[config.mk]
export PLATFORM = sky130hd
export DESIGN_NAME = exe_unit
export DESIGN_NICKNAME = d
export VERILOG_FILES = /design/src/rtl/exe_pkg.sv /design/src/rtl/exe_decode.sv /design/src/rtl/exe_arith.sv /design/src/rtl/exe_move.sv /design/src/rtl/exe_unit.sv
export SDC_FILE = /design/constraint.sdc
export NUM_CORES = 2
export LEC_CHECK = 0
export BUFFER_PORTS_ARGS = -buffer_cell sky130_fd_sc_hd__buf_2
export CAP_MARGIN = 20
export CORE_UTILIZATION = 50
export CTS_CLUSTER_DIAMETER = 100
export DETAILED_ROUTE_END_ITERATION = 10
export GPL_ROUTABILITY_DRIVEN = 0
export GPL_TIMING_DRIVEN = 0
export PLACE_DENSITY_LB_ADDON = 0.05
export SETUP_SLACK_MARGIN = 0.1
export SYNTH_ARGS = -nofsm -noshare
export SYNTH_HDL_FRONTEND = slang
export SYNTH_SLANG_ARGS = --single-unit
[constraint.sdc]
create_clock -name clk -period 0.8 [get_ports clk]
set_clock_uncertainty 0.1 [all_clocks]
set_input_delay 0 -clock clk [delete_from_list [all_inputs] [get_ports clk]]
set_output_delay 0 -clock clk [all_outputs]
set_load 0.1 [all_outputs]
[src/rtl/exe_pkg.sv]
package exe_pkg;

    localparam int INSTR_W = 32;
    localparam int OPC_W   = 5;

    localparam logic [OPC_W-1:0] OPC_ADD  = 5'h08;
    localparam logic [OPC_W-1:0] OPC_MUL  = 5'h09;
    localparam logic [OPC_W-1:0] OPC_DIV  = 5'h0a;
    localparam logic [OPC_W-1:0] OPC_NOR  = 5'h0b;
    localparam logic [OPC_W-1:0] OPC_MOVI = 5'h10;
    localparam logic [OPC_W-1:0] OPC_ADDI = 5'h11;
    localparam logic [OPC_W-1:0] OPC_CMOV = 5'h12;
    localparam logic [OPC_W-1:0] OPC_CMP  = 5'h13;

    typedef enum logic [1:0] {
        CL_NONE  = 2'd0,
        CL_ARITH = 2'd1,
        CL_MOVE  = 2'd2,
        CL_BAD   = 2'd3
    } op_class_e;

endpackage

[src/rtl/exe_decode.sv]
module exe_decode
    import exe_pkg::*;
(
    input  logic [OPC_W-1:0] opcode,
    output op_class_e        op_class
);

    always_comb begin
        case (opcode)
            OPC_ADD, OPC_MUL, OPC_DIV, OPC_NOR:      op_class = CL_ARITH;
            OPC_MOVI, OPC_ADDI, OPC_CMOV, OPC_CMP:   op_class = CL_MOVE;
            5'h0d, 5'h0e, 5'h0f, 5'h14, 5'h15, 5'h16: op_class = CL_BAD;
            default:                                  op_class = CL_NONE;
        endcase
    end

endmodule

[src/rtl/exe_arith.sv]
module exe_arith #(
    parameter int XLEN  = 32,
    parameter int OFF_W = 8
) (
    input  logic [1:0]       sel,
    input  logic [XLEN-1:0]  src1,
    input  logic [XLEN-1:0]  src2,
    input  logic [OFF_W-1:0] offset,
    output logic [XLEN-1:0]  res,
    output logic             dz
);

    localparam int EXT_W = XLEN - OFF_W;

    logic [XLEN-1:0] off_ext;
    logic [XLEN-1:0] opnd_b;
    logic            b_zero;

    assign off_ext = {{EXT_W{offset[OFF_W-1]}}, offset};
    assign opnd_b  = src2 + off_ext;
    assign b_zero  = (opnd_b == '0);

    always_comb begin
        dz = 1'b0;
        case (sel)
            2'b00: res = src1 + opnd_b;
            2'b01: res = src1 * opnd_b;
            2'b10: begin
                dz  = b_zero;
                res = b_zero ? '1 : (src1 / opnd_b);
            end
            default: res = ~(src1 | src2 | off_ext);
        endcase
    end

endmodule

[src/rtl/exe_move.sv]
module exe_move #(
    parameter int XLEN  = 32,
    parameter int IMM_W = 16,
    parameter int SH_W  = 5
) (
    input  logic [1:0]       sel,
    input  logic [IMM_W-1:0] imm,
    input  logic [SH_W-1:0]  shamt,
    input  logic [XLEN-1:0]  src1,
    input  logic [XLEN-1:0]  dst_old,
    input  logic             cond,
    output logic [XLEN-1:0]  res,
    output logic             we
);

    logic [XLEN-1:0] imm_sh;

    assign imm_sh = {{(XLEN-IMM_W){1'b0}}, imm} >> shamt;

    always_comb begin
        we = 1'b1;
        case (sel)
            2'b00: res = imm_sh;
            2'b01: res = dst_old + imm_sh;
            2'b10: begin
                we  = cond;
                res = src1;
            end
            default: res = {{(XLEN-1){1'b0}}, cond};
        endcase
    end

endmodule

[src/rtl/exe_unit.sv]
module exe_unit
    import exe_pkg::*;
#(
    parameter int XLEN   = 32,
    parameter int REG_AW = 6,
    parameter int OFF_W  = 8,
    parameter int IMM_W  = 16,
    parameter int SH_W   = 5
) (
    input  logic                clk,
    input  logic                rst_n,
    input  logic                in_valid,
    input  logic [INSTR_W-1:0]  instr,
    input  logic [XLEN-1:0]     src1_val,
    input  logic [XLEN-1:0]     src2_val,
    input  logic [XLEN-1:0]     dst_old,
    input  logic                cond_true,
    output logic                out_valid,
    output logic                wr_en,
    output logic [REG_AW-1:0]   wr_idx,
    output logic [XLEN-1:0]     result,
    output logic                illegal,
    output logic                div_zero
);

    localparam int DST_HI = INSTR_W - OPC_W - 1;

    logic [OPC_W-1:0]  op;
    logic [REG_AW-1:0] dst_f;
    logic [OFF_W-1:0]  off_f;
    logic [IMM_W-1:0]  imm_f;
    logic [SH_W-1:0]   sh_f;

    assign op    = instr[INSTR_W-1 -: OPC_W];
    assign dst_f = instr[DST_HI -: REG_AW];
    assign off_f = instr[OFF_W-1:0];
    assign imm_f = instr[SH_W +: IMM_W];
    assign sh_f  = instr[SH_W-1:0];

    op_class_e       cls;
    logic [XLEN-1:0] ar_res, mv_res;
    logic            ar_dz, mv_we;

    exe_decode u_dec (.opcode(op), .op_class(cls));

    exe_arith #(.XLEN(XLEN), .OFF_W(OFF_W)) u_arith (
        .sel(op[1:0]), .src1(src1_val), .src2(src2_val),
        .offset(off_f), .res(ar_res), .dz(ar_dz)
    );

    exe_move #(.XLEN(XLEN), .IMM_W(IMM_W), .SH_W(SH_W)) u_move (
        .sel(op[1:0]), .imm(imm_f), .shamt(sh_f), .src1(src1_val),
        .dst_old(dst_old), .cond(cond_true), .res(mv_res), .we(mv_we)
    );

    logic [XLEN-1:0] nxt_res;
    logic            nxt_we, nxt_ill, nxt_dz;

    always_comb begin
        nxt_res = '0;
        nxt_we  = 1'b0;
        nxt_ill = 1'b0;
        nxt_dz  = 1'b0;
        if (in_valid) begin
            case (cls)
                CL_ARITH: begin
                    nxt_res = ar_res;
                    nxt_we  = 1'b1;
                    nxt_dz  = ar_dz;
                end
                CL_MOVE: begin
                    nxt_res = mv_we ? mv_res : '0;
                    nxt_we  = mv_we;
                end
                CL_BAD:  nxt_ill = 1'b1;
                default: ;
            endcase
        end
    end

    always_ff @(posedge clk or negedge rst_n) begin
        if (!rst_n) begin
            out_valid <= 1'b0;
            wr_en     <= 1'b0;
            wr_idx    <= '0;
            result    <= '0;
            illegal   <= 1'b0;
            div_zero  <= 1'b0;
        end else begin
            out_valid <= in_valid;
            wr_en     <= nxt_we;
            wr_idx    <= dst_f;
            result    <= nxt_res;
            illegal   <= nxt_ill;
            div_zero  <= nxt_dz;
        end
    end

    p_valid_follows_r2: assert property (@(posedge clk) disable iff (!rst_n)
        in_valid |=> out_valid);

    p_idle_no_write_r2: assert property (@(posedge clk) disable iff (!rst_n)
        !in_valid |=> (!wr_en && !illegal && !div_zero));

    p_divzero_allones_r6: assert property (@(posedge clk) disable iff (!rst_n)
        div_zero |-> (wr_en && result == '1));

    p_cmov_gated_r10: assert property (@(posedge clk) disable iff (!rst_n)
        (in_valid && op == OPC_CMOV && !cond_true) |=> !wr_en);

    p_cmp_boolean_r11: assert property (@(posedge clk) disable iff (!rst_n)
        (in_valid && op == OPC_CMP) |=> (wr_en && result[XLEN-1:1] == '0));

    p_illegal_blocks_write_r12: assert property (@(posedge clk) disable iff (!rst_n)
        illegal |-> (!wr_en && !div_zero));

    p_nowrite_zero_r13: assert property (@(posedge clk) disable iff (!rst_n)
        !wr_en |-> (result == '0));

endmodule

== After elaboration in Yosys (flattened, before gate mapping) ==
Memories as Yosys holds them, arrays and structs flattened.
Cells that the tools add are included.

* Reduce and logical (&&, ||, !) cells: 2
* Multiplexer cells: 14
* $add $sub $neg: 3
* Bitwise operators: 3
* Equal/unequal tests: 5
* Div/mod/pow operators: 1
* Multipliers: 1
* Shifts and indexed selects: 1

{| class="wikitable"
|+ Operators with widths
! cell !! count
|-
| 32-bit case mux with 3 select lines || 2
|-
| 32-bit adder || 3
|-
| 32-bit 2-to-1 mux || 3
|-
| 32-bit OR || 2
|-
| 32-bit case mux with 2 select lines || 1
|-
| 32-bit by 32-bit divider with 32-bit output || 1
|-
| 32-bit zero test || 1
|-
| 32-bit by 32-bit multiplier with 32-bit output || 1
|-
| 32-bit NOT || 1
|-
| 16-bit by 5-bit >> shifter with 32-bit output || 1
|-
| 1-bit 2-to-1 mux || 7
|-
| 2-bit equality test (second input constant) || 3
|-
| 2-bit by 1-bit equality test with 1-bit output (second input constant) || 2
|-
| 2-bit zero test || 1
|-
| 1-bit case mux with 2 select lines || 1
|}

* Memories kept: 1
* ROM bits: 64
* Logic and storage cells: 37
* Register bits: 42

{| class="wikitable"
|+ Memory list
! name !! depth !! width !! read ports !! clocked after memory_dff !! write ports !! line !! text
|-
| (name not given) || 32 || 2 || 1 || 0 || 0 || exe_decode.sv:9 || <nowiki>case (opcode)</nowiki>
|}

== Logic depth before layout (Yosys ltp) ==
* Depth in word-level cells: 6
* Depth in mapped cells: 425

== Modules after synthesis ==
Synthesis repeated with hierarchy kept, for this count alone.

* Cells, all modules: 7,098
* Area, all modules: 51,996.1 um2

{| class="wikitable"
|+ Modules (own cells, without submodules)
! module !! sequential area each (um2) !! area each (um2) !! cells each !! times used
|-
| exe_arith || 0.0 || 47,927.2 || 6,646 || 1
|-
| exe_move || 0.0 || 2,329.7 || 312 || 1
|-
| exe_unit || 1,051.0 || 1,684.1 || 132 || 1
|-
| exe_decode || 0.0 || 55.1 || 8 || 1
|}

== Worst setup path before layout ==
OpenSTA, ideal clock, no wires.

* Kind: input port to flip-flop
* Start point: input port instr[0]
* End point: register result[0]
* Setup slack: -84,975 ps
* Required time: 574 ps
* Cell stages on the path: 404
* Path buffers: 57
* Setup time: 126 ps
* Arrival time: 85,549 ps
* Path through: ha_1 > fa_1 > a211o_1 > a211oi_2 > o21a_1 > a21oi_1 > xnor2_1 > nand4_1 > or3_1 > clkbuf_1 > nor2_1 > and4_1 > nor2_1 > ha_1 > o21a_1 > o21ai_0 > or4_1 > or4_1 > [368 not listed] > ha_1 > a21o_1 > a21o_1 > a21o_1 > a21o_1 > a21o_1 > a21o_1 > a21o_1 > a21o_1 > a21o_1 > a21o_1 > a21oi_1 > nor2b_1 > o21ai_0 > a21oi_1 > o211ai_1 > and4b_1 > o31ai_1

* Word-level cells in the longest chain between the ends: 6

{| class="wikitable"
|+ RTL lines
! what !! line !! text
|-
| from (decl) || exe_unit.sv:13 || <nowiki>input logic [INSTR_W-1:0] instr,</nowiki>
|-
| 32-bit adder / 16-bit by 5-bit >> shifter with 32-bit output (equally long branches) || exe_arith.sv:20, exe_move.sv:18 ||
|-
| 32-bit by 32-bit divider with 32-bit output (tied with other cells) || exe_arith.sv:30 || <nowiki>res = b_zero ? '1 : (src1 / opnd_b);</nowiki>
|-
| 32-bit 2-to-1 mux / 32-bit case mux with 3 select lines (equally long branches) || exe_arith.sv:30, exe_move.sv:22 ||
|-
| 32-bit case mux with 3 select lines / 32-bit 2-to-1 mux (equally long branches) || exe_arith.sv:25, exe_unit.sv:72 ||
|-
| 32-bit case mux with 2 select lines (*) || exe_unit.sv:65 || <nowiki>case (cls)</nowiki>
|-
| 32-bit 2-to-1 mux (*) || exe_unit.sv:64 || <nowiki>if (in_valid) begin</nowiki>
|-
| named net nxt_res[0] || exe_unit.sv:56 || <nowiki>logic [XLEN-1:0] nxt_res;</nowiki>
|-
| to (signal assigned) || exe_unit.sv:93 || <nowiki>result <= nxt_res;</nowiki>
|-
| to (decl) || exe_unit.sv:21 || <nowiki>output logic [XLEN-1:0] result,</nowiki>
|}

Mark *: on every way through the listed nets, which the timed path passes. The rest lies on a longest branch.

== Final worst setup path ==
Same ends and word-level chain as after synthesis.

==> flow_summary.ini <==
[cells_and_area]
drive_above_1_share = 0.2589
final_util = 0.6836
syn_to_final_growth_pct = 35.32
stdcell_area_um2 = 68460
nets = 9235

[synthesis]
synth_area_per_cell_um2 = 7.237
async_flop_share = 1.000
synth-main-ff-cell = dfrtp_1
synth_common_cells = nand2_1 (883), ha_1 (736), inv_1 (677)
synthesis.area_um2 = 50590
yosys.area.top_type_share = 0.1820
yosys_register_bits = 42
syn_nets = 8269
ys_seq_area_frac = 0.02078
ys_types = 100
ys_top_cells_by_area = ha_1 (18%), fa_1 (16%), nand2_1 (6.6%), inv_1 (5.0%), xnor2_1 (4.7%)
syn-instance-count = 6990
yosysWarnings = 0
yosysMostFrequentCell = nand2_1
synth-edff-count = 0
synth_area_leader_cell = ha_1

[timing]
period_share = 96.76
drv_slew = 0
max-slew-margin-rel = 0.1234
fmaxAchievable_ghz = 0.01292
finalHoldViolations = 42
fin_hold_ws_ps = -370.4
period_needed_ps = 77410
rsz0062_at_grt = yes
max_slew.worst_pin.slew_ps = 1315
setup_viol = 77
setup_slack_ps = -76610

[global_routing]
antenna_found_initial = 21
grt_pass1_vias = 57800
overflow = 0
grt_usage = 0.4634
grt_pass1_wl_um = 358000
grt_max_degree = 43

[floorplan]
row_count = 116
start_util = 0.5051
core_um2 = 100100
boundaryPins = 174
die_w_um = 320.1
die_y_um = 320.1
die-area_um2 = 102500

[clock_network]
cts_tree = done
ctsHoldBuffers = 7
htreeDepth = 2
root_buffer = clkbuf_16
cts_inserted_buffers = 5
cts.sinks = 42
clockBufferDepth = 2
clk_pin_slew_ps = 70

[route]
vias = 60800
viasPerCell = 6.558
top_layer = met5
dr.pass1.iters = 9
m1WireLength_um = 91570
ant_nets = 0
drt-initial-drc-count = 7168
post_drt_wl_per_cell_um = 27.02
met3WireLength_um = 33270
drt_wl_total_um = 250500
dr_wl_met2_um = 102300
remaining_drc_errors = 0

[worst_setup_path]
worst_path_max_delay_cell = or4_4
worstSetupPathType = in2reg
crit_arrival_ps = 77470
cp.required_ps = 870
end_kind = flop
crit_fanout = 10
cp_common_cell = o21a_1
max_stage_delay_ps = 550
start_kind = input pin

[pwr]
peakVddDrop_uv = 7745
power_density_nw_per_um2 = 3394
leakage_nw = 31.58
power_mw = 232.4

[job]
timing.max_cap.violations = 0

[place]
place_area_um2 = 56170
dp_slack_ps = -93540
hpwl_um = 186900
portBuffers = 172

[status]
violations = hold timing, setup timing
status = complete, but fails checks

[min_path]
hold_class = in2async
## cells in the final DEF (no fill, tap or decap), drive strengths merged, types with 58 or more instances in the layout
cell,instances
a21o,161
xor2,158
o21ai,322
buf,1022
and2,125
inv,682
o211ai,58
clkbuf,245
fa,411
a21oi,445
a211oi,61
nor2,608
xnor2,275
nand3,133
nor3,269
or3,80
nor2b,87
a31oi,88
o21a,182
nand2,883
nand2b,61
ha,736
## registers in the layout, indices dropped and copies added, names as in the netlist
name,flops
result,32
wr_idx,6
div_zero,1
illegal,1
out_valid,1
wr_en,1
## through the flow
stage | setup TNS (ps) | instances
3_5_place_dp | -1436970 | 8490
5_1_grt | -1202580 | 9259
6_report | -1170520 | 9271
4_1_cts | -1148190 | 9036
2_1_floorplan | -1084430 | 6990
3_3_place_gp | -1447500 | 8460
## worst max-delay path, delay by kind of cell
kind                     cells  cell delay (ps)
adder cells (fa/ha/maj)     33             8840
buffers and inverters       61             9150
AND/OR/NAND/NOR             85            12890
multiplexers                 4             1230
AO/OA/AOI/OAI              229            45110
## cells by family after synthesis
kind of cell / synth area share
AOI/OAI and AO/OA: 0.2322
xor gates and xnor gates: 0.07512
adders and majority gates: 0.3447
buffers and inverters: 0.07467
DFF: 0.02078
muxes: 0.02365
and+or+nand+nor: 0.2289
## per-layer routing
metal | GRT usage | vias up
li1 | - | 26410
met1 | 0.5650 | 28880
met2 | 0.6922 | 4156
met3 | 0.1477 | 1331
met4 | 0.3200 | 24
met5 | 0 | -
## area by class of cell
class / count / area [µm²]
antenna: 16 / 40.04
clock inverter: 3 / 25.02
tap: 1298 / 1624
inverter: 688 / 2620
fill: 8232 / 31690
sequential: 42 / 1209
multi-input combinational: 5949 / 51560
clock buffer: 5 / 125.1
buffer: 307 / 2918
timing repair buffer: 963 / 8333
## report_power, final
part           switching (mW)  leakage (nW)  internal [mW]
clock                   0.958        0.0705           1.17
sequential             0.0952         0.492           2.30
combinational             131          31.0           96.5
total                     132          31.6           99.9
## final timing paths
check	start	end	slack, ps	depth (start not counted)
setup / recovery	instr[0]	result[0]	-76610	412
hold / removal	rst_n	wr_en	-370	1
max in group asynchronous	rst_n	result[1]	530	1
min in group clk	in_valid	div_zero	60	3
## what timing repair did
| item | in CTS | in global routing |
|---|---|---|
| pin swaps | 425 | 377 |
| endpoints found under the hold margin | 50 | 42 |
| resized for setup | 743 | 591 |
| setup endpoints to repair | 119 | 120 |
| setup buffers | 529 | 223 |
| cloned | 2 | 2 |
Note: power is estimated with default switching activity, not from simulation.
